## config.mk

```make
export PLATFORM = sky130hd
export DESIGN_NAME = cascade_keystream
export DESIGN_NICKNAME = d
export VERILOG_FILES = /design/src/rtl/ccg_pkg.sv /design/src/rtl/ccg_stage.sv /design/src/rtl/ccg_gate.sv /design/src/rtl/cascade_keystream.sv
export SDC_FILE = /design/constraint.sdc
export NUM_CORES = 1
export LEC_CHECK = 0
export ABC_AREA = 1
export ABC_CLOCK_PERIOD_IN_PS = 1500
export BUFFER_PORTS_ARGS = -buffer_cell sky130_fd_sc_hd__buf_2
export CAP_MARGIN = 20
export CORE_MARGIN = 10
export CORE_UTILIZATION = 55
export CTS_BUF_LIST = sky130_fd_sc_hd__clkbuf_4
export DETAILED_ROUTE_END_ITERATION = 6
export GPL_ROUTABILITY_DRIVEN = 0
export PLACE_DENSITY = 0.91
export SKIP_LAST_GASP = 1
export SLEW_MARGIN = 20
export SYNTH_ARGS = -nofsm -noshare
export SYNTH_HDL_FRONTEND = slang
export SYNTH_SLANG_ARGS = --single-unit
```

## constraint.sdc

```tcl
create_clock -name clk -period 1.5 [get_ports clk]
set_clock_uncertainty 0.05 [all_clocks]
set_input_delay 0.3 -clock clk [delete_from_list [all_inputs] [get_ports clk]]
set_output_delay 0.3 -clock clk [all_outputs]
set_load 0.005 [all_outputs]
```

## src/rtl/ccg_pkg.sv

```systemverilog
`timescale 1ns/1ps
package ccg_pkg;

    // Per-cycle action applied to the whole chain
    typedef enum logic [1:0] {
        ACT_HOLD = 2'd0,
        ACT_LOAD = 2'd1,
        ACT_STEP = 2'd2
    } chain_act_e;

    localparam int              DEF_STAGES = 15;
    localparam int              DEF_WIDTH  = 7;
    localparam logic [DEF_WIDTH-1:0] DEF_TAPS = 7'h03;

endpackage

```

## src/rtl/ccg_stage.sv

```systemverilog
`timescale 1ns/1ps
module ccg_stage #(
    parameter int               WIDTH    = 7,
    parameter logic [WIDTH-1:0] TAP_MASK = 7'h03
) (
    input  logic             clk,
    input  logic             rst,
    input  logic             load_i,
    input  logic [WIDTH-1:0] seed_i,
    input  logic             step_i,
    output logic             out_o
);

    localparam logic [WIDTH-1:0] UNIT = WIDTH'(1);

    logic [WIDTH-1:0] state_q;
    logic [WIDTH-1:0] state_next;
    logic [WIDTH-1:0] seed_fixed;
    logic             feedback;

    // Feedback from the tapped bits, inserted at the top after a right shift
    always_comb begin
        feedback   = ^(state_q & TAP_MASK);
        state_next = {feedback, state_q[WIDTH-1:1]};
        seed_fixed = (seed_i == '0) ? UNIT : seed_i;
    end

    always_ff @(posedge clk) begin
        if (rst) begin
            state_q <= UNIT;
        end else if (load_i) begin
            state_q <= seed_fixed;
        end else if (step_i) begin
            state_q <= state_next;
        end
    end

    assign out_o = state_q[0];

endmodule

```

## src/rtl/ccg_gate.sv

```systemverilog
`timescale 1ns/1ps
module ccg_gate
    import ccg_pkg::*;
#(
    parameter int STAGES = 15
) (
    input  chain_act_e        act_i,
    input  logic [STAGES-1:0] lead_i,
    output logic [STAGES-1:0] step_o
);

    // lead_i[k] is the pre-edge output of stage k-1 (constant 1 for stage 0)
    always_comb begin
        unique case (act_i)
            ACT_STEP: step_o = lead_i;
            ACT_LOAD: step_o = '0;
            ACT_HOLD: step_o = '0;
            default:  step_o = '0;
        endcase
    end

endmodule

```

## src/rtl/cascade_keystream.sv

```systemverilog
`timescale 1ns/1ps
module cascade_keystream
    import ccg_pkg::*;
#(
    parameter int               STAGES   = DEF_STAGES,
    parameter int               WIDTH    = DEF_WIDTH,
    parameter logic [WIDTH-1:0] TAP_MASK = DEF_TAPS
) (
    input  logic                      clk,
    input  logic                      rst,
    input  logic                      en_i,
    input  logic                      load_i,
    input  logic [STAGES*WIDTH-1:0]   seed_i,
    output logic                      key_o,
    output logic [STAGES-1:0]         step_o
);

    localparam int SEED_BITS = STAGES * WIDTH;

    chain_act_e        act;
    logic [STAGES-1:0] stage_out;
    logic [STAGES-1:0] lead;

    // Load wins over enable
    always_comb begin
        if (load_i) begin
            act = ACT_LOAD;
        end else if (en_i) begin
            act = ACT_STEP;
        end else begin
            act = ACT_HOLD;
        end
    end

    generate
        if (STAGES == 1) begin : g_single
            assign lead = 1'b1;
        end else begin : g_chain
            assign lead = {stage_out[STAGES-2:0], 1'b1};
        end
    endgenerate

    ccg_gate #(
        .STAGES (STAGES)
    ) gate_i (
        .act_i  (act),
        .lead_i (lead),
        .step_o (step_o)
    );

    generate
        for (genvar k = 0; k < STAGES; k++) begin : g_stage
            ccg_stage #(
                .WIDTH    (WIDTH),
                .TAP_MASK (TAP_MASK)
            ) stage_i (
                .clk    (clk),
                .rst    (rst),
                .load_i (load_i),
                .seed_i (seed_i[k*WIDTH +: WIDTH]),
                .step_i (step_o[k]),
                .out_o  (stage_out[k])
            );
        end
    endgenerate

    assign key_o = stage_out[STAGES-1];

    // SEED_BITS documents the packed seed width for integrators
    if (SEED_BITS < 1) begin : g_bad_width
        $error("cascade_keystream: seed width must be positive");
    end

endmodule

```

==> out/metrics.yaml <==
clk_path_buf_depth: 2
drv_slew: 0
grt-ovfl-total: 0
seqPwrFrac_pct: 53.6
crit_path_start_kind: "flip-flop"
synth_cell_types: 18
die_w_um: 123
arrival_ns: 1.13
rsz0062_at_grt: "true"
multi_input_area_sq_mm: 0.00299
synth_ff_type: "dfxtp_1"
clock_latency_ns: 0.45
grt_max_degree: 50
critPathRequiredTime_ns: 1.15
pre_cts_ws_ns: -0.0687
fin_area_sq_mm: 0.00697
period_share_pct: 98.4
finalNonFillerCells: 1236
core-area_sq_mm: 0.0103
period_minus_slack_ns: 1.48
grt_pass1_vias: 5441
cpMaxStageDelayCell: "dfxtp_2"
crit_chain: "inv_2 > nor2_4 > buf_2"
syn_avg_cell_area_sq_um: 5.99
p_clk_share_pct: 22.2
drc_errors: 0
nets: 1203
p_leak_uw: 0.00351
finalWirelength_mm: 15.1
ys_seq_area_share_pct: 36.1
largestRegisters: "g_stage.stage_i.state_q: 105 flops"
powerDensity_mw_per_mm2: 836
areaGrowthSynthToFinish_pct: 19.8
critPathCapture: "step_o[1]"
setup_viol: 0
drv_cap: 0
power.internal_uw: 3970
dr_wl_met3_mm: 1.16
netlist_instances: 971
power.switching_uw: 1850
io_pins: 125
synth-edff-count: 0
synth-seq-cells: 105
cp_top_family: "flip-flops"
clock_sinks: 105
irDropWorstVdd_mv: 0.465
root_buffer: "clkbuf_4"
fin_util_pct: 67.5
syn_nets: 1080
start_util_pct: 56.3
p_comb_share_pct: 24.2
placedCellCount: 1202
holdCritPathClass: "in2reg"
cp-end-kind: "output port"
dpl.hpwl_mm: 11.1
swShare_pct: 31.8
antenna_found_initial: 1
critPathBufInv: 2
yosysTopAreaCell: "dfxtp_1"
vias_per_cell: 4.97
dieArea_sq_mm: 0.0151
synth_commonest_cells: "nand2_1, nor2_1, o21ai_0, inv_1, dfxtp_1"
critPathMaxFanout: 2
grt_use_total_pct: 19.2
clkSlewWorstSetupHoldPaths_ns: 0.16
avgRoutedWirePerCell_um: 12.2
worst-setup-path-type: "reg2out"
cts_tree: "yes"
fmax_mhz: 677
yosysMostFrequentCell: "nand2_1"
timing.rr.end: "g_stage[9].stage_i.state_q[3]$_SDFFE_PP0P_"
dr.pass1.iters: 5
register_area_sq_mm: 0.00214
status: "finished clean"
grt_pass1_wl_mm: 24.3
slew_headroom_pct: 74.5
ctsHtreeMaxLevel: 3
setup.worst_path.start: "g_stage[0].stage_i.state_q[0]$_SDFFE_PP1P_"
die_h_um: 123
slowest_delay_ns: 0.38
drive_gt1_share_pct: 21.1
placementRows: 37
port_buffers: 124
worst_slew_pin_slew_ns: 0.383
ys_warn_count: 0
placed_cell_area_sq_mm: 0.00663
netlist_area_sq_mm: 0.00582
setup_ws_ns: 0.0237
synth_top_area_share_pct: 36.1
worstRegToRegCells: 4
top_register: "g_stage.stage_i.state_q"
drt_iter0_drc: 510
largest_reg_flops: 105
dr_wl_met2_mm: 7.10
r2r_start: "g_stage[8].stage_i.state_q[0]$_SDFFE_PP1P_"
timing.hold.ws_ns: 0.0410
synth_area_leaders: "dfxtp_1, nand2_1, nor2_1"
r2r_slack_ns: 0.27
fillers: 943
num_vias: 6145
final-hold-violation-count: 0
ant_nets: 0
path_depth: 3
wl_met1_mm: 6.59
routed.top_layer: "met4"
cts_buffers: 9
async_reset_ff_share_pct: 0
-- worst reg2reg max path, cell delays in order (launching register included) --
cell and delay [ns]:
dfxtp_2 0.35, buf_4 0.14, a21oi_2 0.34, o21ai_0 0.17, nor2_1 0.12
-- how the worst min path moves through the flow --
stage / cells after the start / start / slack [ns] / to
after global routing: 3 / seed_i[48] / 0.03 / g_stage[6].stage_i.state_q[6]$_SDFFE_PP0P_
final: 3 / seed_i[48] / 0.04 / g_stage[6].stage_i.state_q[6]$_SDFFE_PP0P_
after detailed placement: 2 / g_stage[9].stage_i.state_q[5]$_SDFFE_PP0P_ / 0.40 / g_stage[9].stage_i.state_q[5]$_SDFFE_PP0P_
after CTS: 3 / seed_i[48] / 0.02 / g_stage[6].stage_i.state_q[6]$_SDFFE_PP0P_
after global placement: 2 / g_stage[9].stage_i.state_q[5]$_SDFFE_PP0P_ / 0.39 / g_stage[9].stage_i.state_q[5]$_SDFFE_PP0P_
after floorplan: 2 / g_stage[9].stage_i.state_q[5]$_SDFFE_PP0P_ / 0.37 / g_stage[9].stage_i.state_q[5]$_SDFFE_PP0P_
-- cells by family after synthesis --
logic type | after synthesis | share of synthesized area [%]
DFF | 105 | 36.1
and+or+nand+nor | 511 | 34.1
buffers and inverters | 174 | 13.4
AOI/OAI and AO/OA | 181 | 16.3
-- routing by layer --
layer | vias up | track usage [%]
li1 | 3238 | -
met1 | 2680 | 24.2
met2 | 202 | 32.1
met3 | 25 | 3.99
met4 | 0 | 6.04
met5 | - | 0
-- per-stage QoR --
step                setup TNS, ns  power, uW
global placement          -0.0553       4450
global route              -0.0546       6170
finish                          0       5820
detailed placement         -0.102       4490
floorplan                       0       4040
CTS                        -0.162       5770
-- final cells by class --
class / instances / area share, %
clock buffer: 10 / 1.08
inverter: 109 / 5.87
timing repair buffer: 177 / 16.5
clock inverter: 6 / 0.503
tap: 136 / 2.44
multi-input combinational: 692 / 42.9
antenna: 1 / 0.0359
sequential: 105 / 30.7
-- power groups by stage --
| stage | combinational (uW) | sequential [uW] | clock (uW) |
|---|---|---|---|
| after global placement | 1270 | 3180 | 0 |
| after floorplan | 883 | 3160 | 0 |
| final | 1410 | 3120 | 1290 |
| after global routing | 1610 | 3140 | 1410 |
| after detailed placement | 1310 | 3190 | 0 |
| after CTS | 1350 | 3130 | 1300 |
-- placed cells by master (no fill, tap or decap), types with 8 or more instances in the layout --
| cell type | synthesis | final |
|---|---|---|
| nor2_1 | 144 | 138 |
| inv_2 | 1 | 8 |
| clkbuf_4 | 0 | 10 |
| buf_2 | 26 | 123 |
| nand3_1 | 43 | 42 |
| nand2_1 | 322 | 320 |
| buf_4 | 25 | 43 |
| dfxtp_1 | 105 | 91 |
| inv_1 | 107 | 100 |
| buf_12 | 0 | 10 |
| a21oi_1 | 48 | 48 |
| o21ai_0 | 108 | 108 |
| o21ai_1 | 11 | 11 |
-- repair_timing --
action | 4_1_cts | 5_1_grt
gates resized for setup | 25 | 19
endpoints found under the hold margin | 0 | 0
hold buffers | 0 | 0
setup endpoints to repair | 14 | 12
pin swaps | 3 | 6
setup buffers | 7 | 11
Note: power is estimated with default switching activity, not from simulation.
